<file path="config.mk">
export PLATFORM = sky130hd
export DESIGN_NAME = burst_sram
export DESIGN_NICKNAME = d
export VERILOG_FILES = /design/src/rtl/bsram_pkg.sv /design/src/rtl/bsram_wmask.sv /design/src/rtl/bsram_seq.sv /design/src/rtl/bsram_store.sv /design/src/rtl/burst_sram.sv
export SDC_FILE = /design/constraint.sdc
export NUM_CORES = 1
export LEC_CHECK = 0
export BUFFER_PORTS_ARGS = -buffer_cell sky130_fd_sc_hd__buf_2
export CAP_MARGIN = 5
export CORE_ASPECT_RATIO = 0.7
export CORE_MARGIN = 3
export CORE_UTILIZATION = 50
export DETAILED_ROUTE_END_ITERATION = 8
export GPL_TIMING_DRIVEN = 0
export PLACE_DENSITY = 0.62
export SYNTH_ARGS = -nofsm -noshare
export SYNTH_HDL_FRONTEND = slang
export SYNTH_SLANG_ARGS = --single-unit
</file>
<file path="constraint.sdc">
create_clock -name clk -period 3.28 [get_ports clk]
set_input_delay 0.328 -clock clk [delete_from_list [all_inputs] [get_ports clk]]
set_output_delay 0.328 -clock clk [all_outputs]
set_load 0.1 [all_outputs]
</file>
<file path="src/rtl/bsram_pkg.sv">
package bsram_pkg;
    localparam int BYTE_W = 9;
    localparam int NBYTE  = 2;
    localparam int WORD_W = BYTE_W * NBYTE;

    typedef logic [WORD_W-1:0] word_t;
    typedef logic [NBYTE-1:0]  be_t;

    typedef enum logic {
        ORD_WRAP = 1'b0,
        ORD_XOR  = 1'b1
    } order_e;
endpackage

</file>
<file path="src/rtl/bsram_wmask.sv">
module bsram_wmask
    import bsram_pkg::*;
(
    input  logic all_wr_n,
    input  logic bytes_wr_n,
    input  logic lo_wr_n,
    input  logic hi_wr_n,
    output be_t  be
);
    logic [NBYTE-1:0] lane_n;

    assign lane_n = {hi_wr_n, lo_wr_n};

    for (genvar b = 0; b < NBYTE; b++) begin : g_lane
        // whole-word write overrides; lane enables need the qualifier
        assign be[b] = !all_wr_n || (!bytes_wr_n && !lane_n[b]);
    end
endmodule

</file>
<file path="src/rtl/bsram_seq.sv">
module bsram_seq
    import bsram_pkg::*;
#(
    parameter int AW = 6
) (
    input  logic          clk,
    input  logic          rst_n,
    input  logic [AW-1:0] addr,
    input  logic          ld_a_n,
    input  logic          ld_b_n,
    input  logic          step_n,
    input  logic          order,
    input  logic          sel,
    input  be_t           be_in,
    input  word_t         din,
    output logic          req_rd,
    output be_t           req_be,
    output logic [AW-1:0] req_addr,
    output word_t         req_data,
    output logic [1:0]    cnt
);
    typedef struct packed {
        logic [AW-1:0] base;
        logic [1:0]    cnt;
        logic          act;
        logic          rd;
        be_t           be;
        logic [AW-1:0] a;
        word_t         d;
    } seq_st_t;

    seq_st_t s_d, s_q;
    logic    load;
    logic [1:0] low;

    assign load = !ld_a_n || !ld_b_n;

    always_comb begin
        s_d = s_q;
        if (load) begin
            s_d.base = addr;
            s_d.cnt  = 2'd0;
            s_d.act  = sel;
        end else if (s_q.act && !step_n) begin
            s_d.cnt = s_q.cnt + 2'd1;
        end
        if (order_e'(order) == ORD_XOR) low = s_d.base[1:0] ^ s_d.cnt;
        else                            low = s_d.base[1:0] + s_d.cnt;
        s_d.a  = {s_d.base[AW-1:2], low};
        s_d.be = s_d.act ? be_in : '0;
        s_d.rd = s_d.act && (be_in == '0);
        s_d.d  = din;
    end

    always_ff @(posedge clk or negedge rst_n) begin
        if (!rst_n) s_q <= '0;
        else        s_q <= s_d;
    end

    assign req_rd   = s_q.rd;
    assign req_be   = s_q.be;
    assign req_addr = s_q.a;
    assign req_data = s_q.d;
    assign cnt      = s_q.cnt;
endmodule

</file>
<file path="src/rtl/bsram_store.sv">
module bsram_store
    import bsram_pkg::*;
#(
    parameter int AW = 6
) (
    input  logic          clk,
    input  logic          rst_n,
    input  logic          rd,
    input  be_t           be,
    input  logic [AW-1:0] a,
    input  word_t         d,
    output word_t         q_word,
    output logic          drv
);
    localparam int DEPTH = 1 << AW;

    typedef struct packed {
        logic          wv;
        logic [AW-1:0] wa;
        word_t         wd;
        be_t           wb;
        word_t         q;
        logic          drv;
    } st_st_t;

    st_st_t s_d, s_q;
    word_t  mem [DEPTH];
    word_t  rdata;

    always_comb begin
        rdata = mem[a];
        for (int b = 0; b < NBYTE; b++) begin
            if (s_q.wv && (s_q.wa == a) && s_q.wb[b])
                rdata[b*BYTE_W +: BYTE_W] = s_q.wd[b*BYTE_W +: BYTE_W];
        end
        s_d     = s_q;
        s_d.q   = rd ? rdata : s_q.q;
        s_d.drv = rd;
        s_d.wv  = (be != '0);
        s_d.wa  = a;
        s_d.wd  = d;
        s_d.wb  = be;
    end

    always_ff @(posedge clk or negedge rst_n) begin
        if (!rst_n) s_q <= '0;
        else        s_q <= s_d;
    end

    // buffered write drains into the array one edge after capture
    always_ff @(posedge clk) begin
        for (int b = 0; b < NBYTE; b++) begin
            if (s_q.wv && s_q.wb[b])
                mem[s_q.wa][b*BYTE_W +: BYTE_W] <= s_q.wd[b*BYTE_W +: BYTE_W];
        end
    end

    assign q_word = s_q.q;
    assign drv    = s_q.drv;
endmodule

</file>
<file path="src/rtl/burst_sram.sv">
module burst_sram
    import bsram_pkg::*;
#(
    parameter int AW = 6
) (
    input  logic              clk,
    input  logic              rst_n,
    input  logic [AW-1:0]     addr,
    input  logic              ld_a_n,
    input  logic              ld_b_n,
    input  logic              step_n,
    input  logic              order,
    input  logic              en_a_n,
    input  logic              en_b,
    input  logic              en_c_n,
    input  logic              all_wr_n,
    input  logic              bytes_wr_n,
    input  logic              lo_wr_n,
    input  logic              hi_wr_n,
    input  logic [WORD_W-1:0] din,
    input  logic              oe_n,
    output logic [WORD_W-1:0] q,
    output logic              q_oe
);
    logic          sel;
    be_t           be_in;
    logic          req_rd;
    be_t           req_be;
    logic [AW-1:0] req_addr;
    word_t         req_data;
    logic [1:0]    burst_cnt;
    word_t         q_word;
    logic          drv;

    assign sel = !en_a_n && en_b && !en_c_n;

    bsram_wmask u_wmask (
        .all_wr_n   (all_wr_n),
        .bytes_wr_n (bytes_wr_n),
        .lo_wr_n    (lo_wr_n),
        .hi_wr_n    (hi_wr_n),
        .be         (be_in)
    );

    bsram_seq #(.AW(AW)) u_seq (
        .clk      (clk),
        .rst_n    (rst_n),
        .addr     (addr),
        .ld_a_n   (ld_a_n),
        .ld_b_n   (ld_b_n),
        .step_n   (step_n),
        .order    (order),
        .sel      (sel),
        .be_in    (be_in),
        .din      (din),
        .req_rd   (req_rd),
        .req_be   (req_be),
        .req_addr (req_addr),
        .req_data (req_data),
        .cnt      (burst_cnt)
    );

    bsram_store #(.AW(AW)) u_store (
        .clk    (clk),
        .rst_n  (rst_n),
        .rd     (req_rd),
        .be     (req_be),
        .a      (req_addr),
        .d      (req_data),
        .q_word (q_word),
        .drv    (drv)
    );

    assign q_oe = !oe_n && drv;
    assign q    = q_oe ? q_word : '0;
endmodule

</file>
### Word-level counts from Yosys, hierarchy flattened

Memories as Yosys holds them, arrays and structs flattened. A register that Yosys moved wholly into a read port is not among the register bits.
Cells that the tools add are included.

| operators by class | value |
|---|---|
| add/sub/neg operators | 2 |
| multiplexer cells | 11 |
| bitwise logic cells | 1 |
| reduce and logical (&&, ||, !) cells | 25 |

Operators by type and width:

| cell | number |
|---|---|
| $mux W18 | 1 |
| $logic_not A1 Y1 | 11 |
| $logic_and A1 B1 Y1 | 9 |
| $mux W2 | 4 |
| $mux W6 | 1 |
| $mux W1 | 5 |
| $logic_or A1 B1 Y1 | 3 |
| $add A2 B1 Y2 const B | 1 |
| $add A2 B2 Y2 | 1 |
| $logic_not A2 Y1 | 1 |
| $reduce_bool A2 Y1 | 1 |
| $xor A2 B2 Y2 | 1 |

| storage, ports and cells | value |
|---|---|
| bits in registers | 64 |
| bits in writable memories | 1152 |
| bits of input ports | 38 |
| output and inout port bits | 19 |
| logic and storage cells | 52 |
| memories kept | 1 |

Memory list:

| name | depth | width | read ports | clocked after memory_dff | write ports | RTL line | RTL |
|---|---|---|---|---|---|---|---|
| u_store.mem | 64 | 18 | 1 | 1 | 1 | bsram_store.sv:27 | `word_t mem [DEPTH];` |

### Depth between registers and ports, before layout

| logic depth | value |
|---|---|
| word-level depth | 6 |
| mapped depth | 11 |
| depth with buffers taken out | 7 |

### Cells and area by module

Synthesis repeated with hierarchy kept, for this count alone.

| second synthesis, totals | value |
|---|---|
| cells, all modules | 2342 |
| area total of the unflattened synthesis | 47918.5 sq um |

By module, submodules not included:

| module | instances | cells an instance | area an instance (sq um) | seq. area each (sq um) |
|---|---|---|---|---|
| bsram_store | 1 | 2236 | 46495.8 | 35744.3 |
| bsram_seq | 1 | 82 | 1207.4 | 800.8 |
| burst_sram | 1 | 22 | 205.2 | 0.0 |
| bsram_wmask | 1 | 2 | 10.0 | 0.0 |

### Worst setup path before layout

No wires, ideal clock.

| timing path | value |
|---|---|
| path kind | input-to-output |
| start | input oe_n |
| end | output q[10] |
| arrival | 2481 ps |
| required time | 2952 ps |
| setup slack | 471 ps |
| cell stages on the path | 3 |
| buffers on the path | 1 |
| path through | nor2b_1 > clkbuf_1 > and2_1 |

| on the way | value |
|---|---|
| longest elaborated chain between the ends | 3 |

RTL lines:

| what | RTL line | RTL |
|---|---|---|
| start: declaration | burst_sram.sv:21 | `input logic oe_n,` |
| $logic_not A1 Y1 | burst_sram.sv:74 | `assign q_oe = !oe_n && drv;` |
| $logic_and A1 B1 Y1 | burst_sram.sv:74 |  |
| via q_oe | burst_sram.sv:23 | `output logic q_oe` |
| $mux W18 | burst_sram.sv:75 | `assign q = q_oe ? q_word : '0;` |
| end: declaration | burst_sram.sv:22 | `output logic [WORD_W-1:0] q,` |

The timed path passes the listed nets, and every way through them passes these cells.

### Worst setup path in the final report

| timing path | value |
|---|---|
| start | register u_store.s_q[40] (netlist name) |
| end | memory u_store.mem[8][6] (netlist name) (enable) |

RTL lines:

| what | RTL line | RTL |
|---|---|---|
| start: declaration | bsram_store.sv:26 | `st_st_t s_d, s_q;` |
| start signal: assignment | bsram_store.sv:46 | `if (!rst_n) s_q <= '0;` |
| start signal: assignment | bsram_store.sv:47 | `else s_q <= s_d;` |
| end: declaration | bsram_store.sv:27 |  |

No word-level cell before the write port.

==> summary.md <==
| Metric | Value |
|---|---|
| FF+latch area | 36,570 sq um |
| Post-synth EDFFs | ~1,200 |
| Crit path kind | flip-flop to flip-flop |
| Max Slew Vio Count | 8 |
| Worst setup margin | -121.5 ps |
| Share of layout cells above drive strength 1 | 0.2902 |
| Worst-Skew Late Latency | approximately 730 ps |
| CP max-delay cell | nor2_2 |
| Routed WL | around 140 mm |
| P_leak | 17.37 nW |
| Die ar. | ~100,000 sq um |
| Warnings from Yosys | 0 |
| Synthesized area | ~47,000 sq um |
| Clock skew | roughly 35 ps |
| Least-Margin Pin Slew | approximately 1500 ps |
| DP Cell Count | about 3,600 |
| I/O Buffers | 56 |
| CTS Buffer Depth | 3 |
| Critical Path Max Stage Delay | 650 ps |
| Maximum VDD drop | 0.3990 mV |
| Syn_nets | between 2,000 and 2,500 |
| Initial DRC Count | 3,980 |
| Max Fclk | ~0.29 GHz |
| Finished Core Util | 0.5849 |
| Primary FF master, synth | edfxtp_1 |
| Status | finished, violations left |
| Starting Density | 0.5101 |
| Final setup vio count | 91 |
| Pwr Density | ~620 nW/um^2 |
| Chip width | around 370 um |
| CTS tree | built |
| Failing checks | capacitance limit, slew limit, setup timing |
| Most common cell in the netlist | edfxtp_1 |
| GRT Total Usage | 0.2789 |
| Critical Path AT | 3740 ps |
| Antenna viol nets, final | 0 |
| Most frequent CP cell | clkbuf_1 |
| DR DRC count | 0 |
| Wirelength per Cell | about 36 um |
| Initial antenna violation count | 4 |
| Final period util | 1.037 |
| Worst-path cell chain | clkbuf_1, or3_1, clkbuf_1, or2_2, clkbuf_2, nor2_2 |
| CP Launch Type | flip-flop |
| Cell variety after synth | 57 |
| Max FO, Critical Path | 9 |
| Final cell count without fillers | ~3,800 |
| Critical path capture point type | flip-flop |
| First-pass GRT wire length | around 190 mm |
| Minimum clock period | around 3400 ps |
| RePlAce Congestion | 0.9203 |
| ANT cells | 0 |
| Largest net degree at the start of global routing | 62 |
| Pre-Repair DR Iteration Count | 8 |
| HP Class | input port to asynchronous set/reset pin |
| Filler Cell Count | around 6,600 |
| Synthesized instance count | around 2,300 |
| CTS Buf Count | approximately 110 |
| RSZ-0062 raised after global routing | yes |
| Largest cells by area after synthesis | edfxtp_1, mux4_2, dfrtp_1 |
| Yosys top cell by area | edfxtp_1 |
| Clock slew at reported path FFs | 60 ps |
| Via count | approximately 25,000 |
| CTS Sinks | 1,230 |
| # IOs | 57 |
| Chip height | ~260 um |
| FFs w/ async S/R, synth | 0.06341 |
| Relative slew slack | -0.003677 |
| Max-cap violations | 1 |
| Area of the multi-input gates | between 10,000 and 15,000 sq um |
| Final nets | between 2,000 and 3,000 |
| Share of the synthesized area in the top cell type | 0.7294 |
| Htree depth | 3 |
| DP HPWL | between 90 and 100 mm |
| Synth-to-layout area growth | 14.66% |
| Total gr overflow | 0 |
| # rows | 93 |
| Commonest cells post-synth | edfxtp_1, mux4_2, nor2_1, dfrtp_1, mux2i_1 |
| Final Hold Violating Endpoints | 0 |
| Synth Register Bits | around 1,200 |
| Core Region | about 93,000 sq um |
| Worst EP required | 3610 ps |
| Register area share after synthesis | 0.7705 |
| Vias in the first global route | 24,475 |
| CTS root buf | clkbuf_16 |
| Vias per cell | 6.566 |
| Post-Synthesis Mean Instance Area | between 20 and 25 sq um |
[cells in the final DEF (no fill, tap or decap), types with 8 or more instances in the layout]
cell              n
nand2b_1         11
mux2i_1          68
bufinv_16        12
nor2b_1          13
dlygate4sd3_1    37
nor2_1          105
clkinv_2         21
a21oi_1          15
clkbuf_16       117
buf_2            77
clkbuf_1         48
clkinv_1         23
clkbuf_4         10
xnor2_1           9
clkinvlp_4        8
mux4_2          279
buf_4            34
dfrtp_1          59
o22ai_1          10
nor2_2           24
nand2_1          62
and2_1           24
mux2_2           19
buf_6            18
edfxtp_1       1152
a22oi_1          63
o21ai_0          10
dfrtp_2          19
buf_12           19
a221oi_1         12
nor2_4           36
inv_1             8
nand3_1          22
[cells by family (layout without fill, tap and decap cells)]
| family | after synthesis | after routing | share of synthesized area |
|---|---|---|---|
| multiplexers | 370 | 370 | 0.1522 |
| adder cells (fa/ha/maj) | 1 | 1 | 0.0002638 |
| flip-flops | 1230 | 1230 | 0.7705 |
| AND/OR/NAND/NOR | 341 | 341 | 0.03292 |
| AO/OA/AOI/OAI | 167 | 167 | 0.02633 |
| buffers and inverters | 132 | 462 | 0.01591 |
| XOR/XNOR | 10 | 10 | 0.001847 |
[state kept, by name, summed over array words and instances, names as in the netlist]
register        cells
u_seq.req_be        2
u_store.drv         1
u_seq.cnt           2
u_seq.s_q           6
u_seq.req_rd        1
u_store.q_word     18
u_store.s_q        27
u_store.mem      1152
u_seq.req_data     18
u_seq.req_addr      3
[power by group]
| part | switching (mW) | internal (mW) |
|---|---|---|
| registers | 0.167 | 17.3 |
| clock network | 5.79 | 7.63 |
| logic | 1.86 | 1.08 |
[metrics by stage]
stage | TNS, ps | power (mW) | setup WS (ps) | hold WS, ps | area (sq um)
floorplan | 0 | 19.30 | 471.1 | 32.41 | 47430
global placement | -139090 | 20.46 | -972.6 | 332.3 | 49250
detailed placement | -156840 | 20.55 | -937.8 | 251.6 | 49680
CTS | -12960 | 33.80 | -262.5 | 42.62 | 54220
global route | -20300 | 34.64 | -171.0 | 68.90 | 54380
finish | -4654 | 33.80 | -121.5 | 78.21 | 54380
[routing by layer]
layer / routed length [um] / vias up / global-route usage
met5: 0 / - / 0
met4: 4365 / 0 / 0.09002
met2: 57280 / 1756 / 0.3803
met1: 56510 / 13262 / 0.4282
met3: 18200 / 265 / 0.08983
li1: - / 9774 / -
[timing repair]
item	CTS	global route
endpoints found under the setup margin	531	323
gates resized for setup	99	53
cloned	0	0
hold buffers	37	0
endpoints found under the hold margin	109	0
buffers inserted	8	0
pin swaps	6	1
[worst max-delay path, delay by kind of cell, from the launching register on]
family / cells / cell delay [ps]
buffers and inverters: 3 / 1070
flip-flops: 1 / 450
AND/OR/NAND/NOR: 3 / 1500
[final cells by class]
| class | count | area share |
|---|---|---|
| Sequential cell | 1230 | 0.6725 |
| Multi-Input combinational cell | 889 | 0.1936 |
| Clock buffer | 144 | 0.05699 |
| Tap cell | 1235 | 0.02842 |
| Timing Repair Buffer | 120 | 0.02121 |
| Buffer | 119 | 0.01433 |
| Clock inverter | 70 | 0.01229 |
| Inverter | 9 | 0.0006903 |
[final timing paths]
path / from / endpoint / slack, ps / cells past startpoint
worst min register to register: u_seq.req_data[11] / u_store.s_q[32] / 350 / 0
max in group asynchronous: rst_n / u_store.q_word[7] / 2510 / 3
worst max register to register: u_store.s_q[40] / u_store.mem[8][6] / -120 / 6
worst min-delay path: rst_n / u_seq.req_data[1] / 80 / 2
min in group clk: din[10] / u_seq.req_data[10] / 260 / 2
worst max-delay path: u_store.s_q[40] / u_store.mem[8][6] / -120 / 6
Note: power is estimated with default switching activity, not from simulation.
